`src/rtl/attr_pkg.sv`:
```
package attr_pkg;

    localparam int N_RAM = 2;
    localparam int N_ROM = 2;
    localparam int N_ACR = 4;
    localparam int NWIN  = 1 + N_RAM + N_ROM + N_ACR;

    localparam int IDX_MMU  = 0;
    localparam int IDX_RAM0 = 1;
    localparam int IDX_ROM0 = IDX_RAM0 + N_RAM;
    localparam int IDX_ACR0 = IDX_ROM0 + N_ROM;

    localparam logic [1:0] CM_COPYBACK   = 2'b00;
    localparam logic [1:0] CM_WTHRU      = 2'b01;
    localparam logic [1:0] CM_NC_PRECISE = 2'b10;
    localparam logic [1:0] CM_NC_IMPREC  = 2'b11;

    localparam logic [1:0] CLS_NORMAL = 2'b00;
    localparam logic [1:0] CLS_IACK   = 2'b01;
    localparam logic [1:0] CLS_EMU    = 2'b10;
    localparam logic [1:0] CLS_CTRL   = 2'b11;

    typedef enum logic [0:0] {
        ST_IDLE    = 1'b0,
        ST_PRESENT = 1'b1
    } res_state_e;

endpackage

```
`src/rtl/attr_window_match.sv`:
```
module attr_window_match #(
    parameter int AW = 32
) (
    input  logic [AW-1:0] addr,
    input  logic [AW-1:0] base,
    input  logic [AW-1:0] mask,
    input  logic          valid,
    output logic          hit
);
    // masked compare of the request address against the window base
    logic [AW-1:0] diff;

    always_comb begin
        diff = (addr ^ base) & mask;
        hit  = valid && (diff == '0);
    end
endmodule

```
`src/rtl/attr_prio_pick.sv`:
```
module attr_prio_pick #(
    parameter int N = 9
) (
    input  logic         clk,
    input  logic         rst_n,
    input  logic [N-1:0] req,
    output logic [N-1:0] gnt,
    output logic         any
);
    logic found;

    // lowest index wins
    always_comb begin
        gnt   = '0;
        found = 1'b0;
        for (int i = 0; i < N; i++) begin
            if (req[i] && !found) begin
                gnt[i] = 1'b1;
                found  = 1'b1;
            end
        end
        any = |req;
    end

    // at most one window selected
    p_grant_onehot_r1: assert property (@(posedge clk) disable iff (!rst_n)
        $onehot0(gnt));

    // the grant is a requester and nothing below it requests
    p_grant_lowest_r1: assert property (@(posedge clk) disable iff (!rst_n)
        any |-> (((gnt & req) != '0) && (((gnt - N'(1)) & req) == '0)));
endmodule

```
`src/rtl/attr_resolver.sv`:
```
module attr_resolver
    import attr_pkg::*;
#(
    parameter int AW          = 32,
    parameter bit MMU_PRESENT = 1'b1
) (
    input  logic                clk,
    input  logic                rst_n,
    input  logic                req_valid,
    input  logic [AW-1:0]       req_addr,
    input  logic                req_instr,
    input  logic                req_write,
    input  logic [1:0]          req_class,
    input  logic                req_super,
    input  logic                req_tas,
    input  logic [N_RAM*AW-1:0] ram_base,
    input  logic [N_RAM*AW-1:0] ram_mask,
    input  logic [N_RAM-1:0]    ram_valid,
    input  logic [N_RAM-1:0]    ram_wp,
    input  logic [N_ROM*AW-1:0] rom_base,
    input  logic [N_ROM*AW-1:0] rom_mask,
    input  logic [N_ROM-1:0]    rom_valid,
    input  logic [N_ACR*AW-1:0] acr_base,
    input  logic [N_ACR*AW-1:0] acr_mask,
    input  logic [N_ACR-1:0]    acr_valid,
    input  logic [N_ACR*2-1:0]  acr_cmode,
    input  logic [N_ACR-1:0]    acr_wp,
    input  logic                mmu_en,
    input  logic [AW-1:0]       mmu_base,
    input  logic [AW-1:0]       mmu_mask,
    input  logic                iack_mask,
    input  logic [1:0]          def_cmode,
    input  logic                def_wp,
    output logic                res_valid,
    output logic [AW-1:0]       res_addr,
    output logic [1:0]          res_cmode,
    output logic                res_wp,
    output logic [NWIN-1:0]     res_hit,
    output logic                res_fault,
    output logic                res_local_en
);
    localparam int HALF_ACR = N_ACR / 2;

    // ------------------------------------------------------------
    // window table
    // ------------------------------------------------------------
    logic [AW-1:0]   win_base [NWIN];
    logic [AW-1:0]   win_mask [NWIN];
    logic [NWIN-1:0] win_valid;
    logic [NWIN-1:0] raw_hit;

    always_comb begin
        win_base[IDX_MMU]  = mmu_base;
        win_mask[IDX_MMU]  = mmu_mask;
        win_valid[IDX_MMU] = MMU_PRESENT && mmu_en;
        for (int i = 0; i < N_RAM; i++) begin
            win_base[IDX_RAM0+i]  = ram_base[i*AW +: AW];
            win_mask[IDX_RAM0+i]  = ram_mask[i*AW +: AW];
            win_valid[IDX_RAM0+i] = ram_valid[i];
        end
        for (int i = 0; i < N_ROM; i++) begin
            win_base[IDX_ROM0+i]  = rom_base[i*AW +: AW];
            win_mask[IDX_ROM0+i]  = rom_mask[i*AW +: AW];
            win_valid[IDX_ROM0+i] = rom_valid[i];
        end
        for (int i = 0; i < N_ACR; i++) begin
            win_base[IDX_ACR0+i]  = acr_base[i*AW +: AW];
            win_mask[IDX_ACR0+i]  = acr_mask[i*AW +: AW];
            win_valid[IDX_ACR0+i] = acr_valid[i];
        end
    end

    for (genvar g = 0; g < NWIN; g++) begin : g_win
        attr_window_match #(.AW(AW)) u_match (
            .addr  (req_addr),
            .base  (win_base[g]),
            .mask  (win_mask[g]),
            .valid (win_valid[g]),
            .hit   (raw_hit[g])
        );
    end

    // ------------------------------------------------------------
    // eligibility by access type
    // ------------------------------------------------------------
    logic [NWIN-1:0] elig;
    logic            is_normal;
    logic            may_local;

    always_comb begin
        is_normal = (req_class == CLS_NORMAL);
        may_local = ((req_class == CLS_IACK) || (req_class == CLS_EMU)) && !iack_mask;
        elig      = '0;
        if (is_normal) begin
            elig[IDX_MMU] = !req_instr;
            for (int i = 0; i < N_RAM + N_ROM; i++) elig[IDX_RAM0+i] = 1'b1;
            for (int i = 0; i < HALF_ACR; i++) begin
                if (req_instr) elig[IDX_ACR0+HALF_ACR+i] = 1'b1;
                else           elig[IDX_ACR0+i]          = 1'b1;
            end
        end else if (may_local) begin
            for (int i = 0; i < N_RAM + N_ROM; i++) elig[IDX_RAM0+i] = 1'b1;
        end
    end

    logic [NWIN-1:0] sel;
    logic            sel_any;

    attr_prio_pick #(.N(NWIN)) u_pick (
        .clk   (clk),
        .rst_n (rst_n),
        .req   (raw_hit & elig),
        .gnt   (sel),
        .any   (sel_any)
    );

    // ------------------------------------------------------------
    // attribute merge
    // ------------------------------------------------------------
    logic [1:0] nxt_cmode;
    logic       nxt_wp;
    logic       nxt_fault;
    logic       nxt_local;
    logic       sel_ram;
    logic       sel_rom;
    logic       tas_implied;

    always_comb begin
        sel_ram     = |sel[IDX_RAM0 +: N_RAM];
        sel_rom     = |sel[IDX_ROM0 +: N_ROM];
        nxt_cmode   = def_cmode;
        nxt_wp      = def_wp;
        if (sel_any) begin
            if (sel[IDX_MMU]) begin
                nxt_cmode = CM_NC_PRECISE;
                nxt_wp    = 1'b0;
            end else if (sel_ram) begin
                nxt_cmode = CM_NC_PRECISE;
                nxt_wp    = |(sel[IDX_RAM0 +: N_RAM] & ram_wp);
            end else if (sel_rom) begin
                nxt_cmode = CM_NC_PRECISE;
                nxt_wp    = 1'b1;
            end else begin
                for (int i = 0; i < N_ACR; i++) begin
                    if (sel[IDX_ACR0+i]) begin
                        nxt_cmode = acr_cmode[2*i +: 2];
                        nxt_wp    = acr_wp[i];
                    end
                end
            end
        end
        tas_implied = is_normal && !req_instr && req_tas && !sel_ram;
        if (tas_implied) nxt_cmode = CM_NC_PRECISE;
        if (!is_normal) begin
            nxt_cmode = CM_NC_PRECISE;
            nxt_wp    = 1'b0;
        end
        nxt_fault = (sel[IDX_MMU] && !req_super) || (req_write && nxt_wp);
        nxt_local = (sel_ram || sel_rom) && !nxt_fault;
    end

    // ------------------------------------------------------------
    // result controller
    // ------------------------------------------------------------
    res_state_e state_q, state_d;

    always_comb begin
        state_d = state_q;
        unique case (state_q)
            ST_IDLE:    if (req_valid)  state_d = ST_PRESENT;  // idle_to_present
            ST_PRESENT: if (!req_valid) state_d = ST_IDLE;     // present_to_idle, else present_stay
            default:    state_d = ST_IDLE;
        endcase
    end

    always_ff @(posedge clk or negedge rst_n) begin
        if (!rst_n) state_q <= ST_IDLE;
        else        state_q <= state_d;
    end

    always_ff @(posedge clk or negedge rst_n) begin
        if (!rst_n) begin
            res_addr     <= '0;
            res_cmode    <= CM_COPYBACK;
            res_wp       <= 1'b0;
            res_hit      <= '0;
            res_fault    <= 1'b0;
            res_local_en <= 1'b0;
        end else if (req_valid) begin
            res_addr     <= req_addr;
            res_cmode    <= nxt_cmode;
            res_wp       <= nxt_wp;
            res_hit      <= sel;
            res_fault    <= nxt_fault;
            res_local_en <= nxt_local;
        end
    end

    assign res_valid = (state_q == ST_PRESENT);

    // ------------------------------------------------------------
    // checks
    // ------------------------------------------------------------
    p_valid_follows_r12: assert property (@(posedge clk) disable iff (!rst_n)
        res_valid == $past(req_valid));

    p_hold_r12: assert property (@(posedge clk) disable iff (!rst_n)
        !req_valid |=> ($stable(res_cmode) && $stable(res_hit) && $stable(res_fault)));

    p_addr_pass_r13: assert property (@(posedge clk) disable iff (!rst_n)
        req_valid |=> (res_addr == $past(req_addr)));

    p_special_r5: assert property (@(posedge clk) disable iff (!rst_n)
        (req_valid && req_class != CLS_NORMAL) |=>
            (res_cmode == CM_NC_PRECISE && !res_wp && !res_fault
             && res_hit[IDX_MMU] == 1'b0 && res_hit[IDX_ACR0 +: N_ACR] == '0));

    p_instr_order_r2: assert property (@(posedge clk) disable iff (!rst_n)
        (req_valid && req_instr) |=>
            (!res_hit[IDX_MMU] && res_hit[IDX_ACR0 +: HALF_ACR] == '0));

    p_tas_r7: assert property (@(posedge clk) disable iff (!rst_n)
        (req_valid && is_normal && !req_instr && req_tas && !sel_ram) |=>
            (res_cmode == CM_NC_PRECISE));

    p_mmu_user_r9: assert property (@(posedge clk) disable iff (!rst_n)
        (req_valid && sel[IDX_MMU] && !req_super) |=> res_fault);

    p_fault_local_r11: assert property (@(posedge clk) disable iff (!rst_n)
        res_fault |-> !res_local_en);
endmodule

```
`config.mk`:
```
export PLATFORM = sky130hd
export DESIGN_NAME = attr_resolver
export DESIGN_NICKNAME = d
export VERILOG_FILES = /design/src/rtl/attr_pkg.sv /design/src/rtl/attr_window_match.sv /design/src/rtl/attr_prio_pick.sv /design/src/rtl/attr_resolver.sv
export SDC_FILE = /design/constraint.sdc
export NUM_CORES = 1
export LEC_CHECK = 0
export BUFFER_PORTS_ARGS = -buffer_cell sky130_fd_sc_hd__buf_2
export CORE_AREA = 2 2 271 273
export DETAILED_ROUTE_END_ITERATION = 8
export DIE_AREA = 0 0 273 275
export PLACE_DENSITY = 0.3
export RECOVER_POWER = 25
export SLEW_MARGIN = 25
export SYNTH_ARGS = -nofsm -noshare
export SYNTH_HDL_FRONTEND = slang
export SYNTH_SLANG_ARGS = --single-unit
```
`constraint.sdc`:
```
create_clock -name clk -period 0.9 [get_ports clk]
set_input_delay 0.045 -clock clk [delete_from_list [all_inputs] [get_ports clk]]
set_output_delay 0.045 -clock clk [all_outputs]
set_load 0.01 [all_outputs]
```
==> flow_summary.ini, run 1 <==
[sta]
drv_slew = 0
fin_crit_ns = 2.25
max_freq_mhz = 444
relSlewSlack_pct = 51.1
hold_violations = 0
setup_viol = 59
tightest_slew_ns = 0.734
rsz0062_at_grt = yes
finalCritPeriodShare_pct = 250
setup_ws_ns = -1.35
finClkSkew_ns = 0

[finish]
nNetsFinal = 2179
layout-drive-gt1-share_pct = 66.1
final_cell_mix = buf_2 (625), xor2_1 (274), buf_4 (138)
areaGrowthSynthToFinish_pct = 123
stdcell_area_um2 = 14000
layout_commonest_cell = buf_2

[global_route]
grt_max_degree = 48
grtUsageTotal_pct = 16.4
grt_overflow = 0
grt_pass1_wl_um = 82200
antenna_found_initial = 14
grt_pass1_vias = 9905

[synthesis]
synth.avg_cell_area_um2 = 9.24
ys_seq_elements = 47
synth_edf_count = 0
synth_area_leaders = xor2_1 (40%), dfrtp_1 (19%), a22oi_1 (12%)
synth_top_cell_area_share_pct = 40.3
synth-main-ff-cell = dfrtp_1
synth_async_sr_flop_share_pct = 100
yosysTopAreaCell = xor2_1
syn_nets = 1322
synthesis.area_um2 = 6250
synth_seq_area_share_pct = 18.8
synth_cells = 677
yosys_warnings = 0
synth_cell_types = 54

[power]
p_leak_uw = 0.00690
p_per_area_nw_per_um2 = 804
ir_worst_vdd_mv = 0.716

[die]
fp.dieW_um = 273
core_um2 = 72300
die_h_um = 275
start_util_pct = 8.64
ios = 691
die_area_um2 = 75100
rows = 99

[critical_path]
r2r-start = res_addr[24]
path_class = primary input to flip-flop
critPathMaxFanout = 5
worstSetupStartpoint = req_addr[6]
worstPathArrival_ns = 2.46
start_kind = primary input
r2r_cells = 2
crit_path_end = res_local_en
crit_required_ns = 1.11
worstReg2RegEnd = res_addr[24]
cp-end-kind = flip-flop
r2r_setup_slack_ns = 0.01

[drt]
vias = 9136
wirelength_um = 65000
firstDrtPassIters = 6
drtIter0Drc = 310
viasPerCell = 3.66
post-route-drc-count = 0
postRouteAntennaNets = 0
wire_per_inst_um = 26.0

[clocking]
cts-root-buf = clkbuf_16
htreeDepth = 2
clockBufferDepth = 2
numCtsBuffers = 5
cts_tree = built
clock-sinks = 47
path_clk_slew_ns = 0.08
clk_latency_ns = 0.32

[run]
timing.max_cap.violations = 0

[place]
dp_hpwl_um = 57300
pre_cts_ws_ns = -2.27
port_buffers = 690
dpl-instance-area_um2 = 12200
gp_congestion = 0.903

[status]
status = finished, violations left
violations = setup timing

[hold_path]
hold_class = primary input to flip-flop
## worst max-delay path: stages
cell,delay [ns]
buf_4,0.17
buf_12,0.16
xor2_2,0.20
a22oi_2,0.21
nand4_1,0.21
or4_4,0.66
nand4b_4,0.17
nor3_4,0.07
a211oi_2,0.22
o211ai_2,0.12
a22o_1,0.18
## timing repair
action / in CTS / in global routing
pin swaps: 46 / 27
hold buffers: 3 / 0
hold endpoints to repair: 49 / 0
setup endpoints to repair: 59 / 67
setup buffers: 39 / 9
resized for setup: 171 / 82
## logic make-up (layout without fill, tap and decap cells)
family                   Yosys count  in the layout  share of synthesized area [%]
buffers and inverters             47            905                           3.82
XOR/XNOR                         288            288                           40.3
multiplexers                      37             37                           6.60
adder cells (fa/ha/maj)            1              1                          0.200
other                              0              2                              0
AND/OR/NAND/NOR                   86             86                           8.81
AO/OA/AOI/OAI                    171            171                           21.4
flip-flops                        47             47                           18.8
## through the flow
| step | hold slack [ns] | std cells | utilization (%) | setup TNS (ns) | total power (uW) |
|---|---|---|---|---|---|
| after floorplan | -0.251 | 677 | - | -12.48 | 4440 |
| after global placement | 0.0803 | 2437 | 16.9 | -31.35 | 8410 |
| after detailed placement | 0.0828 | 2437 | 16.9 | -31.01 | 8400 |
| after CTS | 0.00866 | 2486 | 18.7 | -17.07 | 11400 |
| after global routing | 0.0522 | 2495 | 19.3 | -21.74 | 11900 |
| final | 0.0241 | 2496 | 19.3 | -18.47 | 11200 |
## registers in the layout, indices dropped and copies added (netlist names)
name and count:
res_addr 32, res_hit 9, res_cmode 2, res_fault 1, res_local_en 1, res_valid 1, res_wp 1
## cell usage after synthesis (4+ instances only)
master     count
a21oi_1        9
a221oi_1      11
a222oi_1       9
a22o_1        13
a22oi_1      102
buf_2         29
clkbuf_1       4
dfrtp_1       47
inv_1          8
mux2_2        34
nand2_1        7
nand3_1       15
nand4_1       26
nor2_1         7
nor3_1         8
o21ai_0        4
o2bb2ai_1      4
xor2_1       288
## how the worst min path moves through the flow
| stage | from | to | cells after the start |
|---|---|---|---|
| 2_1_floorplan | rst_n | res_addr[0] | 0 |
| 3_3_place_gp | rst_n | res_hit[2] | 2 |
| 3_5_place_dp | rst_n | res_hit[2] | 2 |
| 4_1_cts | req_super | res_fault | 4 |
| 5_1_grt | req_super | res_fault | 4 |
| 6_report | req_super | res_fault | 4 |
## routing by layer
metal	routed length (um)	vias to the layer above	global-route usage (%)
li1	-	4198	-
met1	25900	4342	19.1
met2	33500	510	31.1
met3	3620	78	2.47
met4	1860	8	3.95
met5	57	-	0
## power by group
group          total [uW]  leakage, uW  switching, uW  internal, uW
logic                6600      0.00625           3200          3400
registers            2380     0.000574            116          2270
clock network        2240    0.0000731           1110          1120
total               11200      0.00690           4430          6790
## layout make-up
type	instances	area, um^2
Fill cell	8270	58400
Sequential cell	47	1180
Clock inverter	2	16.3
Clock buffer	6	139
Antenna cell	2	5.00
Timing Repair Buffer	889	6000
Multi-Input combinational cell	583	5370
Inverter	8	50.0
Tap cell	959	1200
Power figures use the tool's default switching activity.
==> run 2: changes to the inputs <==
CAP_MARGIN = 5   (was unset)
SKIP_CTS_REPAIR_TIMING = 1   (was unset)
==> run 2 against run 1 <==
  * The flow still finishes with violations (setup timing)
  * Sequential share of layout area is 0.21 points higher
  * Worst setup slack lost 0.0081 ns
  * Maximum frequency shrank 0.36%
  * Wire length down 1.3%
  * Power is 1.2% lower
  * Die area unchanged
  * Via count decreased by 1.3%
  * Register-to-register slack is essentially flat
==> flow_summary.ini, run 2 (synthesis results as in run 1) <==
[status]
status = finished, violations left
violations = setup timing

[drt]
drtIter0Drc = 328
vias = 9021
viasPerCell = 3.63
post-route-drc-count = 0
wirelength_um = 64100
firstDrtPassIters = 7
postRouteAntennaNets = 0
wire_per_inst_um = 25.8

[die]
die_h_um = 275
rows = 99
ios = 691
start_util_pct = 8.64
fp.dieW_um = 273
die_area_um2 = 75100
core_um2 = 72300

[sta]
fin_crit_ns = 2.26
tightest_slew_ns = 0.678
finalCritPeriodShare_pct = 251
rsz0062_at_grt = yes
setup_viol = 58
finClkSkew_ns = 0
setup_ws_ns = -1.36
max_freq_mhz = 442
relSlewSlack_pct = 54.8
drv_slew = 0
hold_violations = 0

[global_route]
antenna_found_initial = 14
grtUsageTotal_pct = 16.1
grt_pass1_vias = 9661
grt_overflow = 0
grt_pass1_wl_um = 80800
grt_max_degree = 48

[finish]
nNetsFinal = 2168
top_register = res_addr
areaGrowthSynthToFinish_pct = 118
top_regs = res_addr x32, res_hit x9, res_cmode x2
filler_cell_count = 8304
layout_commonest_cell = buf_2
layout-drive-gt1-share_pct = 65.6
largest_register_ffs = 32
final_util_pct = 18.8
final_cell_mix = buf_2 (626), xor2_1 (272), buf_4 (145)

[clocking]
numCtsBuffers = 5
clk_latency_ns = 0.32
path_clk_slew_ns = 0.08
clockBufferDepth = 2
cts-root-buf = clkbuf_16
htreeDepth = 2
cts_tree = built
clock-sinks = 47

[critical_path]
crit_required_ns = 1.11
critPathMaxFanout = 5
slowest_delay_ns = 0.66
cp_slowest_cell = or4_4
start_kind = primary input
cp_cell_sequence = buf_2 > inv_8 > ha_4 > nor2b_4 > o21ai_1 > a21oi_1 > nand3_1 > or4_4 > nand4b_4 > nor3_4 > a211oi_2 > o211ai_2 > a22o_1
worstPathArrival_ns = 2.47
cp-end-kind = flip-flop
crit_family = simple AND/OR/NAND/NOR gates
path_buf_inv = 2
path_class = primary input to flip-flop

[place]
gp_congestion = 0.903
dp_hpwl_um = 57300
port_buffers = 690

[run]
timing.max_cap.violations = 0

[power]
p_total_uw = 11100
p_leak_uw = 0.00677
ir_worst_vdd_mv = 0.723
p_per_area_nw_per_um2 = 814

[hold_path]
hold_class = primary input to flip-flop
run 2: through the flow:
stage | instance area [um^2] | hold WS (ns) | setup WS [ns] | setup TNS, ns | cells
CTS | 12400 | -0.269 | -1.92 | -22.97 | 2445
global route | 13600 | 0.0167 | -1.47 | -22.10 | 2484
detailed placement | 12200 | 0.0828 | -2.27 | -31.01 | 2437
finish | 13600 | 0.00598 | -1.36 | -18.41 | 2485
global placement | 12200 | 0.0803 | -2.30 | -31.35 | 2437
floorplan | 6410 | -0.251 | -1.24 | -12.48 | 677
run 2: where the power goes:
| group | internal, uW | total [uW] | switching [uW] |
|---|---|---|---|
| logic | 3290 | 6450 | 3160 |
| registers | 2270 | 2380 | 112 |
| clock network | 1120 | 2250 | 1130 |
run 2: cell type report:
cell class	instances	area (um^2)	share of cell area (%)
diodes	2	5.00	0.0368
clock buffers	6	139	1.02
clock inverters	2	16.3	0.119
inverters	8	50.0	0.368
multi-input cells	583	5330	39.1
flip-flops and latches	47	1180	8.64
well taps	959	1200	8.81
repair buffers	878	5700	41.9
run 2: worst paths after layout:
kind | startpoint | end | slack, ns | cells past startpoint
worst max-delay path | req_class[0] | res_local_en | -1.36 | 13
worst min-delay path | req_write | res_fault | 0.006 | 3
worst max register to register | res_addr[28] | res_addr[28] | 0 | 2
worst min register to register | res_hit[0] | res_hit[0] | 0.50 | 2
max in group asynchronous | rst_n | res_addr[8] | 0.11 | 3
min in group asynchronous | rst_n | res_hit[2] | 0.35 | 3
run 2: metal layers:
layer | vias to the layer above | part of all wire, % | global-route usage [%]
li1 | 4172 | - | -
met1 | 4269 | 40 | 18.7
met2 | 508 | 52 | 30.8
met3 | 64 | 5.6 | 2.48
met4 | 8 | 2.4 | 3.74
met5 | - | 0.083 | 0
run 2: worst reg2reg max path, delay by kind of cell, from the launching register on:
| family | cells | cell delay [ns] |
|---|---|---|
| DFF | 1 | 0.41 |
| muxes | 1 | 0.25 |
| buffers and inverters | 1 | 0.14 |
==> run 3: changes to the inputs <==
ABC_AREA = 1   (was unset)
CORE_AREA = 2 2 265 267   (was 2 2 271 273)
DIE_AREA = 0 0 267 269   (was 0 0 273 275)
PLACE_DENSITY = 0.33   (was 0.3)
==> run 3 against run 2 <==
  * Design area grew 36%
  * Final cell count grew 52%
  * Area after synthesis grew 50%
  * Worst setup slack improved by 0.30 ns
  * Synthesized cell count increased to 2.6 times the previous value
  * Worst hold slack better by 0.032 ns
  * Maximum frequency rose by 15%
  * Register-to-register slack improved by 0.02 ns
  * Core utilization increased by 7.9 points
  * Power rose by 21%
  * First-iteration DRC count rose by 110%
  * The flow still finishes with violations (setup timing)
  * Sequential share of layout area fell by 2.3 points
==> flow_summary.ini, run 3 <==
[global_route]
antenna_found_initial = 31
grt_overflow = 0
grt_pass1_wl_um = 108000
grt_pass1_vias = 15400
grtUsageTotal_pct = 21.3
grt_max_degree = 48

[synthesis]
synth-main-ff-cell = dfrtp_1
yosysTopAreaCell = nand2_1
synth_area_leaders = nand2_1 (26%), dfrtp_1 (13%), nand3_1 (12%)
synthesis.area_um2 = 9350
synth_cell_types = 45
synth.most_common_cell = nand2_1
synth_seq_area_share_pct = 12.6
yosys_warnings = 0
synth_cells = 1755
synth_async_sr_flop_share_pct = 100
syn_nets = 2400
synth_edf_count = 0
synth_top_cell_area_share_pct = 26.1
ys_seq_elements = 47
synth.avg_cell_area_um2 = 5.33
synth_common_cells = nand2_1 (651), nand3_1 (231), nor2_1 (192)

[critical_path]
start_kind = primary input
path_class = primary input to flip-flop
cp-end-kind = flip-flop
worstPathArrival_ns = 2.23
critPathMaxFanout = 12
r2r-start = res_cmode[1]
crit_required_ns = 1.16
worstSetupStartpoint = req_addr[6]

[sta]
tightest_slew_ns = 0.540
drv_slew = 0
rsz0062_at_grt = yes
relSlewSlack_pct = 64.0
setup_viol = 32
setup_ws_ns = -1.06
fin_crit_ns = 1.96
hold_violations = 0
max_freq_mhz = 510
finalCritPeriodShare_pct = 218
finClkSkew_ns = 0

[finish]
largest_register_ffs = 32
layout-drive-gt1-share_pct = 48.9
final_cell_mix = nand2_1 (635), buf_2 (628), buf_4 (367)
top_register = res_addr
layout_commonest_cell = nand2_1
filler_cell_count = 7900
nNetsFinal = 3463
areaGrowthSynthToFinish_pct = 98.4
final_util_pct = 26.8
top_regs = res_addr x32, res_hit x9, res_cmode x2

[power]
p_per_area_nw_per_um2 = 724
ir_worst_vdd_mv = 0.725
p_leak_uw = 0.0101
p_total_uw = 13400

[clocking]
clk_latency_ns = 0.32
clock-sinks = 47
path_clk_slew_ns = 0.08
numCtsBuffers = 5
cts-root-buf = clkbuf_16
htreeDepth = 2
clockBufferDepth = 2
cts_tree = built

[drt]
viasPerCell = 4.12
postRouteAntennaNets = 0
wire_per_inst_um = 21.5
post-route-drc-count = 0
vias = 15500
drtIter0Drc = 687
firstDrtPassIters = 6
wirelength_um = 80900

[die]
die_h_um = 269
core_um2 = 69300
fp.dieW_um = 267
rows = 97
ios = 691
die_area_um2 = 71800
start_util_pct = 13.5

[status]
status = finished, violations left
violations = setup timing

[hold_path]
worstHoldStart = req_addr[26]
hold_class = primary input to flip-flop

[place]
gp_congestion = 0.906
port_buffers = 690
dp_hpwl_um = 72900

[run]
timing.max_cap.violations = 0
==> run 3: cell types whose count changed in the layout (fill, tap and decap cells not counted), sizes merged, moves of 99 or more <==
cell   previous run  this run
nand2             8       659
xor2            288        39
nand3            15       252
buf             867      1098
nor2              7       200
inv               8       163
or2               1       132
a22oi           102         3
==> run 3: area by class of cell <==
| cell class | instances | area [um^2] | area share [%] |
|---|---|---|---|
| diodes | 11 | 27.5 | 0.148 |
| clock buffers | 5 | 125 | 0.675 |
| clock inverters | 3 | 47.5 | 0.256 |
| inverters | 167 | 667 | 3.60 |
| multi-input cells | 1493 | 7960 | 42.9 |
| flip-flops and latches | 47 | 1180 | 6.34 |
| well taps | 940 | 1180 | 6.34 |
| repair buffers | 1104 | 7370 | 39.7 |
==> run 3: metal layers <==
layer / vias to the layer above / routed length, um / share of wire (%) / track usage (%)
li1: 7774 / - / - / -
met1: 7168 / 33800 / 42 / 25.2
met2: 499 / 42300 / 52 / 41.3
met3: 77 / 3570 / 4.4 / 2.83
met4: 16 / 1110 / 1.4 / 2.81
met5: - / 98 / 0.12 / 0
==> run 3: report_power, final <==
part | switching (uW) | total, uW | leakage (uW) | internal (uW)
combinational | 4510 | 8610 | 0.00945 | 4100
sequential | 112 | 2390 | 0.000578 | 2280
clock | 1090 | 2420 | 0.0000845 | 1330
total | 5710 | 13400 | 0.0101 | 7710
==> run 3: worst paths after layout <==
| path | end | slack (ns) | cells after the start |
|---|---|---|---|
| min in group asynchronous | res_addr[22] | 0.33 | 3 |
| setup reg to reg | res_cmode[1] | 0.02 | 3 |
| hold / removal | res_addr[26] | 0.04 | 3 |
| hold reg to reg | res_addr[9] | 0.49 | 2 |
| setup / recovery | res_cmode[0] | -1.06 | 19 |
| max in group asynchronous | res_addr[8] | 0.17 | 3 |
==> run 3: per-stage QoR <==
stage	cell area [um^2]	setup TNS [ns]	instances	setup slack [ns]	hold slack, ns
after floorplan	9410	-8.15	1755	-0.940	-0.251
after global placement	16600	-19.19	3700	-1.73	0.0765
after detailed placement	16600	-19.18	3700	-1.73	0.0725
after CTS	16800	-15.20	3708	-1.40	-0.278
after global routing	18500	-13.24	3763	-1.24	0.0486
final	18500	-10.89	3770	-1.06	0.0378
==> run 3: cells by family (layout without fill, tap and decap cells) <==
kind of cell	after synthesis	after routing	share of synthesized area, %
adder cells (fa/ha/maj)	1	1	0.134
AND/OR/NAND/NOR	1359	1359	67.3
buffers and inverters	215	1279	10.7
other	0	11	0
flip-flops	47	47	12.6
XOR/XNOR	39	39	3.65
AO/OA/AOI/OAI	94	94	5.68
==> run 3: worst max-delay path, stage by stage <==
cell and delay, ns:
buf_6 0.14, buf_4 0.15, nor2_1 0.10, nor2_1 0.05, nand2_1 0.10, nand2_1 0.07
nor2_1 0.10, nand4_1 0.22, nor2_2 0.19, buf_4 0.13, nand3_4 0.08, nor2_4 0.13
nand4_4 0.12, buf_6 0.14, o211ai_1 0.07, o211ai_1 0.12, nand3_1 0.10, nand4_1 0.08
nand2_1 0.08
